### src/rtl/uart_fcr_pkg.sv
package uart_fcr_pkg;

  typedef enum logic [3:0] {
    IID_NONE = 4'h1,
    IID_THRE = 4'h2,
    IID_RDA  = 4'h4,
    IID_RLS  = 4'h6,
    IID_BUSY = 4'h7,
    IID_CTO  = 4'hC
  } iid_e;

  typedef struct packed {
    logic       fifo_on;
    logic [1:0] rx_sel;
    logic [1:0] tx_sel;
    logic       dma_mode;
  } fcr_cfg_t;

endpackage

### src/rtl/fcr_ctl_reg.sv
module fcr_ctl_reg
  import uart_fcr_pkg::*;
(
  input  logic       clk,
  input  logic       rst,
  input  logic       wr_en,
  input  logic [7:0] wr_bits,
  output fcr_cfg_t   cfg,
  output logic       tx_rst_pulse,
  output logic       rx_rst_pulse
);

  logic en_flip;
  assign en_flip = wr_bits[0] ^ cfg.fifo_on;

  always_ff @(posedge clk) begin
    if (rst) begin
      cfg          <= '0;
      tx_rst_pulse <= 1'b0;
      rx_rst_pulse <= 1'b0;
    end else begin
      tx_rst_pulse <= 1'b0;
      rx_rst_pulse <= 1'b0;
      if (wr_en) begin
        cfg.fifo_on  <= wr_bits[0];
        cfg.rx_sel   <= wr_bits[7:6];
        cfg.tx_sel   <= wr_bits[5:4];
        cfg.dma_mode <= wr_bits[3];
        tx_rst_pulse <= wr_bits[2] | en_flip;
        rx_rst_pulse <= wr_bits[1] | en_flip;
      end
    end
  end

  // reset pulses only arise from a write in the previous cycle
  p_pulse_from_write_r5: assert property (@(posedge clk) disable iff (rst)
    (tx_rst_pulse || rx_rst_pulse) |-> $past(wr_en));

  // a toggle of the enable resets both FIFOs
  p_toggle_both_r6: assert property (@(posedge clk) disable iff (rst)
    $past(wr_en && (wr_bits[0] != cfg.fifo_on)) |-> (tx_rst_pulse && rx_rst_pulse));

endmodule

### src/rtl/fcr_level.sv
module fcr_level
  import uart_fcr_pkg::*;
#(
  parameter int DEPTH = 16,
  parameter int CW    = $clog2(DEPTH + 1),
  parameter bit IS_RX = 1'b1
) (
  input  fcr_cfg_t        cfg,
  input  logic [CW-1:0]   count,
  output logic            hit
);

  localparam logic [CW-1:0] QTR  = CW'(DEPTH / 4);
  localparam logic [CW-1:0] HALF = CW'(DEPTH / 2);
  localparam logic [CW-1:0] NEAR = CW'(DEPTH - 2);
  localparam logic [CW-1:0] ONE  = CW'(1);
  localparam logic [CW-1:0] TWO  = CW'(2);

  logic [CW-1:0] limit;

  generate
    if (IS_RX) begin : g_rx
      always_comb begin
        if (!cfg.fifo_on) limit = ONE;
        else begin
          unique case (cfg.rx_sel)
            2'd0: limit = ONE;
            2'd1: limit = QTR;
            2'd2: limit = HALF;
            default: limit = NEAR;
          endcase
        end
      end
      assign hit = (count >= limit);
    end else begin : g_tx
      always_comb begin
        if (!cfg.fifo_on) limit = '0;
        else begin
          unique case (cfg.tx_sel)
            2'd0: limit = '0;
            2'd1: limit = TWO;
            2'd2: limit = QTR;
            default: limit = HALF;
          endcase
        end
      end
      assign hit = (count <= limit);
    end
  endgenerate

endmodule

### src/rtl/fcr_irq_prio.sv
module fcr_irq_prio
  import uart_fcr_pkg::*;
(
  input  logic line_err,
  input  logic rx_hit,
  input  logic char_timeout,
  input  logic tx_hit,
  input  logic busy_det,
  output iid_e id
);

  always_comb begin
    if (line_err)          id = IID_RLS;
    else if (rx_hit)       id = IID_RDA;
    else if (char_timeout) id = IID_CTO;
    else if (tx_hit)       id = IID_THRE;
    else if (busy_det)     id = IID_BUSY;
    else                   id = IID_NONE;
  end

endmodule

### src/rtl/uart_fifo_ctl_irq.sv
module uart_fifo_ctl_irq
  import uart_fcr_pkg::*;
#(
  parameter int DEPTH = 16,
  parameter int CW    = $clog2(DEPTH + 1)
) (
  input  logic          clk,
  input  logic          rst,
  input  logic          wr_en,
  input  logic [15:0]   wr_data,
  output logic [15:0]   rd_data,
  input  logic [CW-1:0] rx_count,
  input  logic [CW-1:0] tx_count,
  input  logic          line_err,
  input  logic          char_timeout,
  input  logic          busy_det,
  output logic          irq,
  output logic          tx_fifo_rst,
  output logic          rx_fifo_rst,
  output logic          rx_level_hit,
  output logic          tx_level_hit,
  output logic          dma_rx_req_n,
  output logic          dma_tx_req_n
);

  fcr_cfg_t cfg;
  logic     rx_hit_c, tx_hit_c;
  iid_e     id_c;
  logic     rx_req_c, tx_req_c;

  fcr_ctl_reg u_ctl (
    .clk(clk), .rst(rst), .wr_en(wr_en), .wr_bits(wr_data[7:0]),
    .cfg(cfg), .tx_rst_pulse(tx_fifo_rst), .rx_rst_pulse(rx_fifo_rst)
  );

  fcr_level #(.DEPTH(DEPTH), .CW(CW), .IS_RX(1'b1)) u_rx_lvl (
    .cfg(cfg), .count(rx_count), .hit(rx_hit_c)
  );

  fcr_level #(.DEPTH(DEPTH), .CW(CW), .IS_RX(1'b0)) u_tx_lvl (
    .cfg(cfg), .count(tx_count), .hit(tx_hit_c)
  );

  fcr_irq_prio u_prio (
    .line_err(line_err), .rx_hit(rx_hit_c), .char_timeout(char_timeout),
    .tx_hit(tx_hit_c), .busy_det(busy_det), .id(id_c)
  );

  always_comb begin
    if (cfg.dma_mode) begin
      rx_req_c = rx_hit_c;
      tx_req_c = tx_hit_c;
    end else begin
      rx_req_c = (rx_count != '0);
      tx_req_c = (tx_count == '0);
    end
  end

  always_ff @(posedge clk) begin
    if (rst) begin
      rd_data      <= 16'h0001;
      irq          <= 1'b0;
      rx_level_hit <= 1'b0;
      tx_level_hit <= 1'b0;
      dma_rx_req_n <= 1'b1;
      dma_tx_req_n <= 1'b1;
    end else begin
      rd_data      <= {8'h00, {2{cfg.fifo_on}}, 2'b00, id_c};
      irq          <= (id_c != IID_NONE);
      rx_level_hit <= rx_hit_c;
      tx_level_hit <= tx_hit_c;
      dma_rx_req_n <= ~rx_req_c;
      dma_tx_req_n <= ~tx_req_c;
    end
  end

  // a line error always takes the identification
  p_line_wins_r8: assert property (@(posedge clk) disable iff (rst)
    $past(line_err) |-> (rd_data[3:0] == 4'h6));

  // interrupt output agrees with the read ID
  p_irq_id_r9: assert property (@(posedge clk) disable iff (rst)
    irq == (rd_data[3:0] != 4'h1));

  // an empty receive FIFO never reaches any trigger
  p_empty_rx_r2: assert property (@(posedge clk) disable iff (rst)
    $past(rx_count == '0) |-> !rx_level_hit);

  // above half full never meets a transmit threshold
  p_tx_high_r3: assert property (@(posedge clk) disable iff (rst)
    $past(tx_count > CW'(DEPTH / 2)) |-> !tx_level_hit);

  // enabled indication follows the written enable two cycles on
  p_fe_mirror_r7: assert property (@(posedge clk) disable iff (rst)
    $past(wr_en, 2) |-> (rd_data[7:6] == {2{$past(wr_data[0], 2)}}));

endmodule

### config.mk
export PLATFORM = sky130hd
export DESIGN_NAME = uart_fifo_ctl_irq
export DESIGN_NICKNAME = d
export VERILOG_FILES = /design/src/rtl/uart_fcr_pkg.sv /design/src/rtl/fcr_ctl_reg.sv /design/src/rtl/fcr_level.sv /design/src/rtl/fcr_irq_prio.sv /design/src/rtl/uart_fifo_ctl_irq.sv
export SDC_FILE = /design/constraint.sdc
export NUM_CORES = 1
export LEC_CHECK = 0
export ABC_AREA = 1
export BUFFER_PORTS_ARGS = -buffer_cell sky130_fd_sc_hd__clkbuf_2
export CORE_ASPECT_RATIO = 1.2
export CORE_MARGIN = 2
export CORE_UTILIZATION = 43
export DETAILED_ROUTE_END_ITERATION = 10
export GPL_TIMING_DRIVEN = 0
export PLACE_DENSITY = 0.78
export SLEW_MARGIN = 10
export SYNTH_ARGS = -nofsm -noshare
export SYNTH_HDL_FRONTEND = slang
export SYNTH_SLANG_ARGS = --single-unit
### constraint.sdc
create_clock -name clk -period 2.08 [get_ports clk]
set_input_delay 0.104 -clock clk [delete_from_list [all_inputs] [get_ports clk]]
set_output_delay 0.104 -clock clk [all_outputs]
set_load 0.01 [all_outputs]
==> metrics.md, run 1 <==
| Metric | Value |
|---|---|
| TNS Setup | 0 ns |
| Pre-antenna DRT Iters | 4 |
| Syn_area_per_cell | 7.43 sq um |
| Clk root buf | clkbuf_4 |
| Sink Count | 18 |
| Hold path endpoint | u_ctl.tx_rst_pulse$_SDFF_PP0_ |
| CTS clock-pin slew for the worst setup and hold paths | about 0.1 ns |
| Post-CTS sizing | 0 |
| Initial antenna violation count | 0 |
| Crit Path Class | reg2reg |
| RD Place Congestion | 0.890 |
| Worst Path Arrival | about 1.8 ns |
| Min cycle time layout | approximately 1.6 ns |
| Site Rows | 18 |
| Post-DR wirelength/cell | 9.12 um |
| Yosys warnings | 0 |
| Vias in the first global route | 893 |
| Fin crit share | between 70 and 80% |
| DR vias/cell | around 4.4 |
| Die area | around 2700 sq um |
| Post-Place Setup Slack | roughly 0.44 ns |
| Worst r2r path cells | 11 |
| Seq/Total Area, Yosys | a little under two fifths |
| Pleak | 0.719 nW |
| Layout cells sized above 1 | between 30% and 40% |
| Final Max Slew Viols | 0 |
| Reg2reg setup slack | between 0.4 and 0.5 ns |
| Met3 wire length | roughly 140 um |
| Tightest Hold Check Type | in2reg |
| Number of port buffers | 36 |
| H-tree Lvls | 1 |
| MaxCap Viol Count | 0 |
| Req. time, crit path | about 2.3 ns |
| Setup Skew | ~0.0034 ns |
| Worst skew pair latency | between 0.2 and 0.3 ns |
| Area Growth Syn to Fin | 29.6% |
| Initial Util | between 40% and 50% |
| FF-to-FF Start | u_ctl.cfg[5]$_SDFFE_PP0P_ |
| CP Capture Type | flip-flop |
| Post-route cell area | 1260 sq um |
| Hold Startpoint | wr_data[2] |
| Core area | 2090 sq um |
| Post-CTS Setup Bufs | 0 |
| Gr usage total | about 16% |
| Highest routed layer | met3 |
| Most frequent cells in the layout | clkbuf_2, nand2_1, inv_1 |
| DIE WIDTH | 47.4 um |
| Metal2 WL | a little over 1000 um |
| Hold Buf Count CTS | 0 |
| Layout Nets | 220 |
| Largest net degree at the start of global routing | 11 |
| Number of unique standard cell types used by synthesis | 24 |
| Mapped cell area | ~1000 sq um |
| Antenna cell count | 0 |
| Ports | 55 |
| First-pass GRT wire length | ~3300 um |
| DP Wirelength | around 1700 um |
| CTS tree | built |
| Initial DRC count | 12 |
| DRC | 0 |
| Wirelength, routed | approximately 1900 um |
| Synth Instances | around 130 |
| Reg-to-Reg End | irq$_SDFF_PP0_ |
| Min-Delay Path Depth | 3 |
| RSZ-0062 raised after global routing | no |
| Total CTS buffers | 3 |
| Hold Vio Cnt, Final | 0 |
| Fmax | roughly 610 MHz |
| Highest ir drop seen on vdd | around 0.31 mV |
| Setup violations, final | 0 |
| CP startpoint kind | flip-flop |
| Final core area utilization | between 60% and 70% |
| Status | finished clean |
| Cell Pwr Density | about 590 nW/um^2 |
| DRT antenna net count | 0 |
| Max Buffers Root-to-Sink | 2 |
| Total number of vias | a little over 900 |
| Most common cell after layout, fill and taps aside | clkbuf_2 |
| Crit-path max FO | 8 |
| GR Overflow Total | 0 |
| Met1 Wirelength | ~770 um |
| Worst setup margin | 0.442 ns |
| Final hold slack | around 0.036 ns |
| Die Span Y | between 50 and 60 um |
| Placed Instance Area | roughly 1200 sq um |
| Number of synthesized register bits | 18 |
[sequential cells by signal, summed over array words and instances, names as in the netlist]
name	cells
dma_rx_req_n	1
dma_tx_req_n	1
irq	1
rd_data	5
rx_level_hit	1
tx_level_hit	1
u_ctl.cfg	6
u_ctl.rx_rst_pulse	1
u_ctl.tx_rst_pulse	1
[layout make-up]
class | instances | area (sq um)
Inverter | 23 | 86.3
Buffer | 12 | 87.6
Tap cell | 30 | 37.5
Fill cell | 207 | 833
Clock buffer | 4 | 36.3
Sequential cell | 18 | 360
Multi-Input combinational cell | 87 | 473
Timing Repair Buffer | 36 | 180
[power by group]
group / switching [mW] / leakage [nW] / internal [mW] / total [mW]
combinational: 0.0908 / 0.548 / 0.0715 / 0.162
clock: 0.101 / 0.0210 / 0.106 / 0.208
sequential: 0.00965 / 0.150 / 0.368 / 0.378
[worst max-delay path: stages (launching register included)]
cell,delay [ns]
dfxtp_1,0.31
buf_2,0.17
nand3_1,0.11
ha_1,0.29
nand2_1,0.08
inv_1,0.04
nand3_1,0.10
nand3_2,0.10
nor2_4,0.16
nor2_2,0.06
inv_2,0.06
nand3_2,0.06
[cells by family after synthesis]
group	synth area share [%]
other cells	0.385
flops	37.0
fa+ha+maj	9.00
buf+inv	17.9
simple gates	27.1
compound gates	7.71
xor+xnor	0.900
[stage by stage]
step	power, mW	instances
floorplan	0.488	140
global placement	0.541	206
detailed placement	0.548	206
CTS	0.755	210
global route	0.802	210
finish	0.747	210
[routing by layer]
metal	up-vias	global-route usage, %
met3	0	3.57
met1	400	18.4
met2	34	28.0
met4	0	6.75
met5	-	0
li1	492	-
[synth_stat cells (all sizes together)]
cell	instances	area share, %
o22a	1	0.90
inv	22	8.5
conb	1	0.39
a21oi	2	1.4
nor3	2	1.5
xor2	1	0.90
o211ai	1	0.77
ha	7	9.0
clkinv	1	0.39
o21ai	9	4.6
nand3	11	7.2
nor2	18	8.0
nor4	2	1.3
dfxtp	18	37
buf	12	9.0
nand2	22	8.5
nand4	1	0.64
[worst max path at each step]
stage                                    from                    end  cells past startpoint
finish              u_ctl.cfg[5]$_SDFFE_PP0P_         irq$_SDFF_PP0_                     11
global route        u_ctl.cfg[5]$_SDFFE_PP0P_  rd_data[2]$_SDFF_PP0_                     11
CTS                 u_ctl.cfg[5]$_SDFFE_PP0P_  rd_data[2]$_SDFF_PP0_                     11
detailed placement  u_ctl.cfg[5]$_SDFFE_PP0P_  rd_data[2]$_SDFF_PP0_                     11
global placement    u_ctl.cfg[5]$_SDFFE_PP0P_         irq$_SDFF_PP0_                     11
floorplan           u_ctl.cfg[5]$_SDFFE_PP0P_         irq$_SDFF_PP0_                     11
(Power assumes the default switching activity.)
==> inputs of run 2 (changes only) <==
clock period = 1.66 ns   (was 2.08 ns; I/O delays follow)
==> run 2 against run 1 <==
Net effect:
- sequential cell count unchanged
- clock-buffer cell count unchanged
- die area unchanged
- global-route usage unchanged
- non-clock buffer count unchanged
- design area up 5.9%
- via count up 0.54%
- critical endpoint is now rd_data[2]$_SDFF_PP0_
==> metrics.md, run 2 (synthesized netlist as in run 1, its figures left out) <==
| Metric | Value |
|---|---|
| Status | finished clean |
| First-pass GRT wire length | 3330 um (unchanged) |
| CTS clock-pin slew for the worst setup and hold paths | 0.10 ns (about the same) |
| Crit-path most repeated cell | nand2_1 |
| WP buf/inv | 3 (unchanged) |
| Vias in the first global route | 893 (unchanged) |
| Max reg flops | 6 (unchanged) |
| Number of port buffers | 36 (unchanged) |
| DRC | 0 (unchanged) |
| Fmax | 632 MHz (+3.5%) |
| Die area | 2660 sq um (unchanged) |
| Hold Vio Cnt, Final | 0 (unchanged) |
| GR Overflow Total | 0 (unchanged) |
| Worst skew pair latency | 0.29 ns (about the same) |
| Largest register by flop count | u_ctl.cfg |
| Crit path max-delay family | simple AND/OR/NAND/NOR gates |
| CP startpoint kind | flip-flop |
| Gr usage total | 16.4% (unchanged) |
| Setup violations, final | 0 (unchanged) |
| Setup Skew | 0.00361 ns (+0.000255 ns) |
| Total CTS buffers | 3 (unchanged) |
| Post-Place Setup Slack | 0.0161 ns (-0.420 ns) |
| Most common cell after layout, fill and taps aside | clkbuf_2 |
| Final Max Slew Viols | 0 (unchanged) |
| Worst setup margin | 0.0769 ns (-0.365 ns) |
| Pre-antenna DRT Iters | 4 (unchanged) |
| CP max stage delay | 0.33 ns (+0.02 ns) |
| Placed Instance Area | 1220 sq um (unchanged) |
| DRT antenna net count | 0 (unchanged) |
| Post-CTS Setup Bufs | 0 (unchanged) |
| Final hold slack | 0.0110 ns (-0.0247 ns) |
| Site Rows | 18 (unchanged) |
| Hold Buf Count CTS | 0 (unchanged) |
| CTS tree | built |
| Req. time, crit path | 1.85 ns (-0.42 ns) |
| Largest net degree at the start of global routing | 11 (unchanged) |
| Antenna cell count | 0 (unchanged) |
| Fillers | 197 (-4.8%) |
| CP Capture Type | flip-flop |
| Layout cells sized above 1 | 39.4% (+6.1 points) |
| Ports | 55 (unchanged) |
| Wirelength, routed | 2120 um (+10%) |
| Initial Util | 46.5% (unchanged) |
| CP max stage cell | dfxtp_2 |
| Fin crit share | 95.4% (+17 points) |
| Tightest Hold Check Type | in2reg |
| Core area | 2090 sq um (unchanged) |
| H-tree Lvls | 1 (unchanged) |
| Top flop regs | u_ctl.cfg x6, rd_data x5 |
| Highest ir drop seen on vdd | 0.423 mV (+35%) |
| Total number of vias | 931 (+0.54%) |
| Die Span Y | 56.1 um (unchanged) |
| Pleak | 0.722 nW (+0.48%) |
| TNS Setup | 0 ns (unchanged) |
| Sequential cell area | 363 sq um (+0.69%) |
| Crit path cell chain | buf_6 > inv_1 > nor3_2 > ha_2 > nand2_1 > inv_1 > nand4_1 > nand2_2 > o21ai_1 > nand2_1 > nand2_1 |
| DIE WIDTH | 47.4 um (unchanged) |
| Sink Count | 18 (unchanged) |
| Post-route cell area | 1340 sq um (+5.9%) |
| Crit-path max FO | 8 (unchanged) |
| Crit Path Class | reg2reg |
| Clk root buf | clkbuf_4 |
| Max Buffers Root-to-Sink | 2 (unchanged) |
| Multi-input logic area | 538 sq um (+14%) |
| Most frequent cells in the layout | clkbuf_2, inv_1, nand2_1 |
| Layout Nets | 220 (unchanged) |
| Total power | 0.964 mW (+29%) |
| Area Growth Syn to Fin | 37.1% |
| Initial antenna violation count | 0 (unchanged) |
| Initial DRC count | 15 (+3) |
| RD Place Congestion | 0.890 (unchanged) |
| Cell Pwr Density | 722 nW/um^2 (+22%) |
| MaxCap Viol Count | 0 (unchanged) |
| Post-CTS sizing | 0 (unchanged) |
| DR vias/cell | 4.43 (+0.54%) |
| Worst Path Arrival | 1.77 ns (-0.05 ns) |
| Post-DR wirelength/cell | 10.1 um (+10%) |
| Min cycle time layout | 1.58 ns (-0.0552 ns) |
| DP Wirelength | 1690 um (unchanged) |
-- run 2: cell counts in the layout (fill, tap and decap cells not counted) --
Identical to the previous run, type by type.
-- run 2: cell type report --
class                      count  share of cell area [%]
clock buffer                   4                    2.72
tap                           30                    2.81
sequential                    18                    27.2
buffer                        12                    7.03
multi-input combinational     87                    40.3
timing repair buffer          36                    13.5
inverter                      23                    6.47
-- run 2: worst min-delay path, cell delays in order --
cell and delay (ns):
clkbuf_2 0.08, nor2_1 0.04, nor2_1 0.08
-- run 2: routing by layer --
metal	track usage [%]	vias up	part of all wire [%]
li1	-	491	-
met1	18.4	398	41
met2	28.0	38	51
met3	3.57	4	7.0
met4	6.75	0	1.0
met5	0	-	0
-- run 2: metrics by stage --
stage	utilization [%]	instances
6_report	63.7	210
3_5_place_dp	58.5	206
5_1_grt	63.7	210
3_3_place_gp	58.5	206
2_1_floorplan	-	140
4_1_cts	60.2	210
-- run 2: path summary, 6_finish.rpt --
path / slack (ns) / startpoint / cells after the start / to
worst min-delay path: 0.01 / wr_data[7] / 3 / u_ctl.cfg[4]$_SDFFE_PP0P_
worst min register to register: 0.53 / u_ctl.cfg[0]$_SDFFE_PP0P_ / 2 / dma_rx_req_n$_SDFF_PP1_
worst max register to register: 0.08 / u_ctl.cfg[5]$_SDFFE_PP0P_ / 11 / rd_data[2]$_SDFF_PP0_
worst max-delay path: 0.08 / u_ctl.cfg[5]$_SDFFE_PP0P_ / 11 / rd_data[2]$_SDFF_PP0_
-- run 2: where the power goes --
part / leakage (nW) / switching (mW) / internal [mW]
Clock: 0.0210 / 0.131 / 0.134
Combinational: 0.551 / 0.124 / 0.0994
Sequential: 0.150 / 0.0150 / 0.462
